==> config.mk <==
export PLATFORM = sky130hd
export DESIGN_NAME = pmem_guard
export DESIGN_NICKNAME = d
export VERILOG_FILES = /design/src/rtl/pmem_guard_pkg.sv /design/src/rtl/pmem_guard_region.sv /design/src/rtl/pmem_guard_lockbits.sv /design/src/rtl/pmem_guard_judge.sv /design/src/rtl/pmem_guard.sv
export SDC_FILE = /design/constraint.sdc
export NUM_CORES = 1
export LEC_CHECK = 0
export ABC_CLOCK_PERIOD_IN_PS = 2350
export BUFFER_PORTS_ARGS = -buffer_cell sky130_fd_sc_hd__buf_2
export CORE_MARGIN = 3
export CORE_UTILIZATION = 35
export CTS_CLUSTER_DIAMETER = 60
export DETAILED_ROUTE_END_ITERATION = 7
export GPL_TIMING_DRIVEN = 0
export PLACE_DENSITY_LB_ADDON = 0.12
export SLEW_MARGIN = 0
export SYNTH_ARGS = -nofsm -noshare
export SYNTH_HDL_FRONTEND = slang
export SYNTH_SLANG_ARGS = --single-unit
==> constraint.sdc <==
create_clock -name clk -period 2.35 [get_ports clk]
set_clock_uncertainty 0.15 [all_clocks]
set_input_delay 0.1175 -clock clk [delete_from_list [all_inputs] [get_ports clk]]
set_output_delay 0.1175 -clock clk [all_outputs]
set_load 0.005 [all_outputs]
==> src/rtl/pmem_guard_pkg.sv <==
package pmem_guard_pkg;

   // Lock set selector carried on lk_sel
   typedef enum logic [1:0] {
      LSEL_EXT  = 2'd0,
      LSEL_WR   = 2'd1,
      LSEL_XRD  = 2'd2,
      LSEL_NONE = 2'd3
   } lock_sel_e;

   localparam int LOCK_SETS = 3;

endpackage

==> src/rtl/pmem_guard_region.sv <==
// Address-to-region decoder: one-hot hit vector, boot region at index USER_BLOCKS.
module pmem_guard_region #(
   parameter int ADDR_W      = 22,
   parameter int FLASH_AW    = 16,
   parameter int BOOT_AW     = 11,
   parameter int USER_BLOCKS = 4
) (
   input  logic [ADDR_W-1:0]    addr,
   output logic [USER_BLOCKS:0] hit
);
   localparam int SEL_W   = $clog2(USER_BLOCKS);
   localparam int USER_AW = FLASH_AW - SEL_W;

   logic in_flash;
   logic in_boot;

   if (USER_BLOCKS < 2 || (1 << SEL_W) != USER_BLOCKS) begin : g_bad_blocks
      $error("USER_BLOCKS must be a power of two of at least 2");
   end
   if (BOOT_AW >= USER_AW) begin : g_bad_boot
      $error("boot region must be smaller than one user region");
   end
   if (ADDR_W < FLASH_AW) begin : g_bad_aw
      $error("ADDR_W must cover the flash");
   end

   if (ADDR_W > FLASH_AW) begin : g_hi
      assign in_flash = ~|addr[ADDR_W-1:FLASH_AW];
   end else begin : g_nohi
      assign in_flash = 1'b1;
   end

   assign in_boot = in_flash & ~|addr[FLASH_AW-1:BOOT_AW];

   for (genvar i = 0; i < USER_BLOCKS; i++) begin : g_user
      assign hit[i] = in_flash & ~in_boot &
                      (addr[FLASH_AW-1:USER_AW] == SEL_W'(i));
   end
   assign hit[USER_BLOCKS] = in_boot;

   logic unused_low;
   assign unused_low = ^addr[BOOT_AW-1:0];

endmodule

==> src/rtl/pmem_guard_lockbits.sv <==
// Lock bit store: clear-only writes, set only by erase.
module pmem_guard_lockbits
   import pmem_guard_pkg::*;
#(
   parameter int NB    = 5,
   parameter int IDX_W = $clog2(NB)
) (
   input  logic             clk,
   input  logic             rst_n,
   input  logic             wr_en,
   input  logic [1:0]       wr_sel,
   input  logic [NB-1:0]    wr_data,
   input  logic             era_chip,
   input  logic             era_blk,
   input  logic [IDX_W-1:0] era_idx,
   output logic [NB-1:0]    cp_o,
   output logic [NB-1:0]    wrt_o,
   output logic [NB-1:0]    ebtr_o
);
   logic [NB-1:0] bits_q [LOCK_SETS];
   logic [NB-1:0] era_mask;
   logic          era_req;

   assign era_req = era_chip | era_blk;

   always_comb begin
      era_mask = '0;
      if (era_chip) begin
         era_mask = '1;
      end else if (era_blk && int'(era_idx) < NB) begin
         era_mask[era_idx] = 1'b1;
      end
   end

   for (genvar k = 0; k < LOCK_SETS; k++) begin : g_set
      always_ff @(posedge clk) begin
         if (!rst_n) begin
            bits_q[k] <= '1;
         end else if (era_req) begin
            bits_q[k] <= bits_q[k] | era_mask;
         end else if (wr_en && wr_sel == 2'(k)) begin
            bits_q[k] <= bits_q[k] & wr_data;
         end
      end

      // a bit may rise only after an erase
      assert_no_rise_R5: assert property (@(posedge clk) disable iff (!rst_n)
         !era_req |=> ((bits_q[k] & ~$past(bits_q[k])) == '0));

      // lock write ANDs the data in when no erase competes
      assert_clear_only_R5: assert property (@(posedge clk) disable iff (!rst_n)
         (wr_en && wr_sel == 2'(k) && !era_req)
            |=> (bits_q[k] == ($past(bits_q[k]) & $past(wr_data))));

      assert_chip_erase_R6: assert property (@(posedge clk) disable iff (!rst_n)
         era_chip |=> (bits_q[k] == '1));

      assert_blk_erase_R6: assert property (@(posedge clk) disable iff (!rst_n)
         (era_blk && !era_chip && int'(era_idx) < NB) |=> bits_q[k][$past(era_idx)]);

      // erase beats a simultaneous write
      assert_erase_wins_R11: assert property (@(posedge clk) disable iff (!rst_n)
         (era_req && wr_en) |=> ((bits_q[k] & $past(bits_q[k])) == $past(bits_q[k])));
   end

   assign cp_o   = bits_q[int'(LSEL_EXT)];
   assign wrt_o  = bits_q[int'(LSEL_WR)];
   assign ebtr_o = bits_q[int'(LSEL_XRD)];

endmodule

==> src/rtl/pmem_guard_judge.sv <==
// Access decision; variant chosen by port kind.
module pmem_guard_judge #(
   parameter int NB       = 5,
   parameter bit EXT_PORT = 1'b0
) (
   input  logic [NB-1:0] tgt_hit,
   input  logic [NB-1:0] pc_hit,
   input  logic [NB-1:0] cp,
   input  logic [NB-1:0] wrt,
   input  logic [NB-1:0] ebtr,
   input  logic          we,
   output logic          allow
);
   if (EXT_PORT) begin : g_ext
      assign allow = ~|(tgt_hit & ~cp);
      logic unused_ext;
      assign unused_ext = ^{pc_hit, wrt, ebtr, we};
   end else begin : g_cpu
      assign allow = we ? ~|(tgt_hit & ~wrt)
                        : ~|(tgt_hit & ~ebtr & ~pc_hit);
      logic unused_cpu;
      assign unused_cpu = ^cp;
   end

endmodule

==> src/rtl/pmem_guard.sv <==
// Program flash region protection between CPU table port, programming port and flash.
module pmem_guard #(
   parameter int ADDR_W      = 22,
   parameter int DATA_W      = 8,
   parameter int FLASH_AW    = 16,
   parameter int BOOT_AW     = 11,
   parameter int USER_BLOCKS = 4,
   localparam int NB         = USER_BLOCKS + 1,
   localparam int IDX_W      = $clog2(NB)
) (
   input  logic              clk,
   input  logic              rst_n,
   input  logic              tbl_req,
   input  logic              tbl_we,
   input  logic [ADDR_W-1:0] tbl_addr,
   input  logic [ADDR_W-1:0] tbl_pc,
   input  logic [DATA_W-1:0] tbl_wdata,
   output logic [DATA_W-1:0] tbl_rdata,
   input  logic              prg_req,
   input  logic              prg_we,
   input  logic [ADDR_W-1:0] prg_addr,
   input  logic [DATA_W-1:0] prg_wdata,
   output logic [DATA_W-1:0] prg_rdata,
   input  logic              lk_we,
   input  logic [1:0]        lk_sel,
   input  logic [NB-1:0]     lk_wdata,
   input  logic              prg_erase_chip,
   input  logic              prg_erase_blk,
   input  logic [IDX_W-1:0]  prg_erase_idx,
   output logic [NB-1:0]     cp_o,
   output logic [NB-1:0]     wrt_o,
   output logic [NB-1:0]     ebtr_o,
   output logic              fl_rd_en,
   output logic              fl_wr_en,
   output logic [ADDR_W-1:0] fl_addr,
   output logic [DATA_W-1:0] fl_wdata,
   input  logic [DATA_W-1:0] fl_rdata,
   output logic              viol
);
   logic [NB-1:0] cpu_tgt_hit, cpu_pc_hit, ext_tgt_hit;
   logic          cpu_ok, ext_ok, cpu_go;
   logic          cpu_rd_q, ext_rd_q, viol_q;
   logic          refuse;

   pmem_guard_region #(.ADDR_W(ADDR_W), .FLASH_AW(FLASH_AW), .BOOT_AW(BOOT_AW),
                       .USER_BLOCKS(USER_BLOCKS))
      u_cpu_tgt (.addr(tbl_addr), .hit(cpu_tgt_hit));
   pmem_guard_region #(.ADDR_W(ADDR_W), .FLASH_AW(FLASH_AW), .BOOT_AW(BOOT_AW),
                       .USER_BLOCKS(USER_BLOCKS))
      u_cpu_pc  (.addr(tbl_pc), .hit(cpu_pc_hit));
   pmem_guard_region #(.ADDR_W(ADDR_W), .FLASH_AW(FLASH_AW), .BOOT_AW(BOOT_AW),
                       .USER_BLOCKS(USER_BLOCKS))
      u_ext_tgt (.addr(prg_addr), .hit(ext_tgt_hit));

   pmem_guard_lockbits #(.NB(NB), .IDX_W(IDX_W)) u_locks (
      .clk      (clk),
      .rst_n    (rst_n),
      .wr_en    (lk_we),
      .wr_sel   (lk_sel),
      .wr_data  (lk_wdata),
      .era_chip (prg_erase_chip),
      .era_blk  (prg_erase_blk),
      .era_idx  (prg_erase_idx),
      .cp_o     (cp_o),
      .wrt_o    (wrt_o),
      .ebtr_o   (ebtr_o)
   );

   pmem_guard_judge #(.NB(NB), .EXT_PORT(1'b0)) u_cpu_judge (
      .tgt_hit(cpu_tgt_hit), .pc_hit(cpu_pc_hit), .cp(cp_o), .wrt(wrt_o),
      .ebtr(ebtr_o), .we(tbl_we), .allow(cpu_ok));
   pmem_guard_judge #(.NB(NB), .EXT_PORT(1'b1)) u_ext_judge (
      .tgt_hit(ext_tgt_hit), .pc_hit(cpu_pc_hit), .cp(cp_o), .wrt(wrt_o),
      .ebtr(ebtr_o), .we(prg_we), .allow(ext_ok));

   // programming port owns the flash whenever it requests
   assign cpu_go   = tbl_req & ~prg_req;
   assign fl_addr  = prg_req ? prg_addr  : tbl_addr;
   assign fl_wdata = prg_req ? prg_wdata : tbl_wdata;
   assign fl_wr_en = prg_req ? (prg_we & ext_ok)  : (cpu_go & tbl_we & cpu_ok);
   assign fl_rd_en = prg_req ? (~prg_we & ext_ok) : (cpu_go & ~tbl_we & cpu_ok);
   assign refuse   = (cpu_go & ~cpu_ok) | (prg_req & ~ext_ok);

   always_ff @(posedge clk) begin
      if (!rst_n) begin
         cpu_rd_q <= 1'b0;
         ext_rd_q <= 1'b0;
         viol_q   <= 1'b0;
      end else begin
         cpu_rd_q <= cpu_go & ~tbl_we & cpu_ok;
         ext_rd_q <= prg_req & ~prg_we & ext_ok;
         viol_q   <= refuse;
      end
   end

   assign tbl_rdata = cpu_rd_q ? fl_rdata : '0;
   assign prg_rdata = ext_rd_q ? fl_rdata : '0;
   assign viol      = viol_q;

   assert_wr_guard_R2: assert property (@(posedge clk) disable iff (!rst_n)
      (cpu_go && tbl_we && |(cpu_tgt_hit & ~wrt_o)) |-> !fl_wr_en);

   assert_xrd_zero_R3: assert property (@(posedge clk) disable iff (!rst_n)
      (cpu_go && !tbl_we && |(cpu_tgt_hit & ~ebtr_o & ~cpu_pc_hit)) |=> (tbl_rdata == '0));

   assert_ext_lock_R4: assert property (@(posedge clk) disable iff (!rst_n)
      (prg_req && |(ext_tgt_hit & ~cp_o)) |-> (!fl_wr_en && !fl_rd_en));

   assert_hi_pass_R7: assert property (@(posedge clk) disable iff (!rst_n)
      (cpu_go && cpu_tgt_hit == '0) |-> (fl_wr_en || fl_rd_en));

   assert_viol_rise_R8: assert property (@(posedge clk) disable iff (!rst_n)
      refuse |=> viol);

   assert_viol_quiet_R8: assert property (@(posedge clk) disable iff (!rst_n)
      !refuse |=> !viol);

   assert_ext_first_R10: assert property (@(posedge clk) disable iff (!rst_n)
      (prg_req && tbl_req) |=> (tbl_rdata == '0));

endmodule

Word level (Yosys, flattened, before mapping)
Memory sizes are Yosys's and may differ from the RTL's.
Cells that the tools add are included.
Word-level totals
  logic and storage cells: 136
  RAM bits: 15
  output and inout port bits: 64
  memories: 1
  register bits: 3
  input port bits: 109
Operators by class
  reduce and logical (&&, ||, !) cells: 27
  bitwise operators: 58
  order comparisons: 3
  mux-type cells: 33
  equality and inequality tests: 11
Memories
  u_locks.bits_q: depth 3, bits a word 5, rd ports 3, clocked after memory_dff 0, wr ports 3, RTL line pmem_guard_lockbits.sv:20  | logic [NB-1:0] bits_q [LOCK_SETS];
Operator list (count)
  $mux 5: 8
  $and 5x5->5: 7
  $reduce_or 5->1: 6
  $and 1x1->1: 29
  $mux 8: 3
  $mux 22: 1
  $mux 1: 20
  $not 5->5: 4
  $reduce_or 6->1: 3
  $or 5x5->5: 3
  $eq 2x2->1 const B: 7
  $logic_not 1->1: 9
  $eq 2x1->1 const B: 4
  $logic_not 2->1: 4
  $or 1x1->1: 8
  $not 1->1: 7
  $logic_and 1x1->1: 5
  $lt 3x4->1 const B: 1
  $demux 1 s3: 1
  $ge 3x1->1 const B: 1
  $lt 3x3->1 const B: 1

Logic depth before layout (Yosys ltp)
  depth in word-level cells: 14
  depth in mapped cells: 5
  depth with buffers taken out: 5

Modules after synthesis
A second synthesis with hierarchy kept.
Second synthesis, totals
  cells, all modules: 195
  area, all modules: 1896.8 um^2
Modules (own cells, without submodules)
  pmem_guard_lockbits: sequential area each 450.4 um^2, cells an instance 72, times used 1, area each 803.3 um^2
  pmem_guard: sequential area each 60.1 um^2, cells an instance 64, times used 1, area each 670.6 um^2
  pmem_guard_region: sequential area each 0.0 um^2, cells an instance 12, times used 3, area each 90.1 um^2
  pmem_guard_judge (u_cpu_judge): sequential area each 0.0 um^2, cells an instance 15, times used 1, area each 101.3 um^2
  pmem_guard_judge (u_ext_judge): sequential area each 0.0 um^2, cells an instance 8, times used 1, area each 51.3 um^2

Least setup slack after synthesis
OpenSTA, ideal clock, no wires.
  kind: in2out
  from: input tbl_pc[17]
  to: output fl_rd_en
  stages on the path: 5
  slack: 306 ps
  data required time: 2082 ps
  arrival time: 1776 ps
  path buffers: 0
  path through: or4_4 nor4_4 or3b_1 a2111oi_2 a32o_1
Between the ends
  longest elaborated chain between the ends: 13
  elaborated cells between the ends (all ways): 16
  those cells by class: mux: 2; bitwise: 10; reduce/logical: 4
Ends and longest elaborated chain
  start: declaration: RTL line pmem_guard.sv:16  | input logic [ADDR_W-1:0] tbl_pc,
  $reduce_or 6->1 (*): RTL line pmem_guard_region.sv:28  | assign in_flash = ~|addr[ADDR_W-1:FLASH_AW];
  $logic_not 1->1 (*): RTL line pmem_guard_region.sv:28
  $and 1x1->1: RTL line pmem_guard_region.sv:33  | assign in_boot = in_flash & ~|addr[FLASH_AW-1:BOOT_AW];
  $not 1->1: RTL line pmem_guard_region.sv:36  | assign hit[i] = in_flash & ~in_boot &
  $and 1x1->1 (2 in a row): RTL line pmem_guard_region.sv:36
  $not 5->5 (*): RTL line pmem_guard_judge.sv:20  | : ~|(tgt_hit & ~ebtr & ~pc_hit);
  $and 5x5->5 (*): RTL line pmem_guard_judge.sv:20
  $reduce_or 5->1 (*): RTL line pmem_guard_judge.sv:20
  $logic_not 1->1 (*): RTL line pmem_guard_judge.sv:20
  $mux 1 (*): RTL line pmem_guard_judge.sv:19  | assign allow = we ? ~|(tgt_hit & ~wrt)
  $and 1x1->1 (*): RTL line pmem_guard.sv:81  | assign fl_rd_en = prg_req ? (~prg_we & ext_ok) : (cpu_go & ~tbl_we & cpu_ok);
  $mux 1 (*): RTL line pmem_guard.sv:81
  end: declaration: RTL line pmem_guard.sv:33  | output logic fl_rd_en,
Mark *: on every way between the ends. The rest lies on a longest branch, timed or not.

==> metrics.cfg <==
[timing]
worst_slew_pin_slew_ps=676
setup_viol=0
max_freq_mhz=444
timing.max_slew.rel_slack=0.543
finalCritPeriodShare=0.958
slew_viol_final=0
final.setup.tns_ps=0
final_hold_viol_count=0
setup_slack_ps=98.4
min_clock_period_post_route_ps=2250
rsz0062_at_grt=false

[place]
place.gp.congestion=0.845
detailedPlace.worstSlack_ps=-44.5
place.detailed.hpwl_mm=5.54
place.port_buffers=160
postPlaceCellArea_sq_mm=0.00244
placed_cells_incl_taps=374

[global_routing]
grt_start_max_net_pins=11
number_of_antenna_violations_at_the_first_check_in_global_routing=0
vias_in_the_first_global_route=1810
overflow=0
track_usage=0.219
first_pass_grt_wire_length_mm=8.90

[final_layout]
layout.cell_area.non_filler_sq_mm=0.00252
ratio_of_cells_with_drive_above_1_in_the_final_layout=0.625
area_growth_syn_to_layout_pct=60.1
antenna_cells=0
layout.nets=438
nFillCells=415
multi_input_comb_area_sq_mm=0.00107
register_area_sq_um=510
layoutNonFillerInstCount=378

[yosys]
ys_ff_latch=18
synth_top_cell_by_area=edfxtp_1
synthFlopType=edfxtp_1
syn_area_per_cell_sq_um=9.61
async_reset_ff_frac=0
yosys_warnings=0
synth_cell_type_count=38
synthDominantCellAreaShare=0.286
ys_seq_area_frac=0.324
postSynthCellCount=164
synth_area_leaders=edfxtp_1 29%, mux2_2 23%, o21ai_0 9.8%, and2_1 6.4%, dfxtp_1 3.8%
mappedNetlistArea_sq_mm=0.00158
synth_edf_count=15
synthesis.nets=273
post_synth_most_frequent_cells=32 x mux2_2, 31 x o21ai_0, 16 x and2_1
yosys.cell_count.top_type=mux2_2

[floorplanning]
core_region_area_sq_mm=0.00417
floorplan.die_area_sq_mm=0.00534
die_h_microns=73.1
die_width_microns=73.1
num_rows=23
start_util=0.378
ioPinCount=173

[drt]
drt_pre_antenna_iters=4
dr_total_vias=1966
detail_route.iter0.violations=79
detail-route-antenna-nets=0
via_per_inst=5.20
route.final.wire_length_mm=6.35
drc=0
wl_per_cell_microns=16.8

[worst_setup_path]
worst-setup-path-type=flop to primary output
worst_stage_delay_on_the_critical_path_ps=550
endpoint_required_time_on_the_critical_path_ps=2080
critical_path.cell_chain=or4_1 -> o22ai_1 -> or3b_4 -> a2111oi_4 -> a32o_1 -> buf_2
worstPathArrival_ps=1980
start_kind=flop
crit_path_end_kind=primary output
r2r_setup_slack_ps=450
crit_path_top_delay_cell=or4_1
cp_max_fo=4

[clock_tree]
tritoncts=built
postCtsHoldBufs=0
bufs_on_longest_clock_path=2
clock_transition_time_at_the_flip_flop_clock_pins_of_the_worst_setup_and_hold_paths_ps=70
htree_num_levels=1
cts_inserted_buffers=3
insertion_delay_ps=260
tritoncts_num_sinks=18
cts.root.buffer_cell=clkbuf_8

[power]
power_leakage_nw=1.12
max-vdd-ir-drop_v=0.000314
powerDensity_mw_per_mm2=328

[status]
outcome=finished clean

[min_path]
hold_path.class=input pin to flop

[job]
drv.max_cap_violation_count=0

## cells in the final DEF, fill, tap and decap left out, types with 2 or more instances in the layout
master / Yosys / final
a211oi_1: 2 / 2
a21oi_1: 3 / 3
a31oi_1: 2 / 2
a32o_1: 2 / 2
and2_1: 16 / 16
and3_1: 2 / 2
buf_1: 2 / 2
buf_2: 0 / 159
clkbuf_1: 2 / 3
clkbuf_8: 0 / 3
dfxtp_1: 3 / 3
edfxtp_1: 15 / 15
inv_1: 3 / 3
mux2_2: 32 / 32
nand2_1: 6 / 6
nand3b_1: 4 / 4
nor2_1: 7 / 7
nor2b_1: 4 / 4
nor3_1: 4 / 4
o21a_1: 2 / 2
o21ai_0: 31 / 31
or4_1: 3 / 3
## timing repair
item                       in CTS  in global routing
setup endpoints to repair       1                  2
buffers inserted                0                  0
resized for setup               2                  5
hold endpoints to repair        0                  0
pin swaps                       0                  2
## worst max-delay path, delay by kind of cell, from the launching register on
| kind | cells | cell delay, ps |
|---|---|---|
| compound gates | 3 | 450 |
| buf+inv | 1 | 120 |
| flops | 1 | 450 |
| simple gates | 2 | 710 |
## sequential cells by signal (all words and copies together) (netlist names)
| name | flops |
|---|---|
| u_locks.bits_q | 15 |
| cpu_rd_q | 1 |
| ext_rd_q | 1 |
| viol | 1 |
## final cells by class
cell class / instances / area share
clock buffers: 4 / 0.0179
well taps: 50 / 0.0248
multi-input cells: 139 / 0.425
inverters: 3 / 0.00446
flip-flops and latches: 18 / 0.202
repair buffers: 160 / 0.320
plain buffers: 4 / 0.00595
## power breakdown
| part | internal, mW | switching [mW] | total (mW) |
|---|---|---|---|
| Combinational | 0.145 | 0.114 | 0.259 |
| Clock | 0.121 | 0.102 | 0.222 |
| Sequential | 0.345 | 0.00203 | 0.347 |
## per-layer routing
layer  share of wire  GRT usage  up-vias
li1                -          -      972
met1            0.36      0.242      891
met2            0.54      0.409       95
met3           0.087     0.0358        8
met4           0.014     0.0840        0
met5               0          0        -
## per-stage QoR
step                      hold WS [ps]  utilization  total power, mW
final                             16.2        0.604            0.828
after global routing              19.3        0.604            0.872
after CTS                         4.27        0.600            0.836
after detailed placement           278        0.584            0.609
after global placement             282        0.584            0.606
after floorplan                    113            -            0.450
## final timing paths
kind / endpoint / cells past startpoint / startpoint
worst max-delay path: fl_rd_en / 6 / u_locks.bits_q[2][0]
worst min-delay path: viol / 3 / tbl_req
worst max register to register: viol / 5 / u_locks.bits_q[2][0]
worst min register to register: u_locks.bits_q[0][4] / 2 / u_locks.bits_q[0][4]
## kinds of logic (layout without fill, tap and decap cells)
| group | count (synthesis) | after routing | share of synthesized area |
|---|---|---|---|
| buf+inv | 7 | 171 | 0.0167 |
| simple gates | 57 | 57 | 0.227 |
| flops | 18 | 18 | 0.324 |
| compound gates | 48 | 48 | 0.183 |
| mux | 34 | 34 | 0.249 |
No activity file was read; power rests on OpenSTA's default activity.
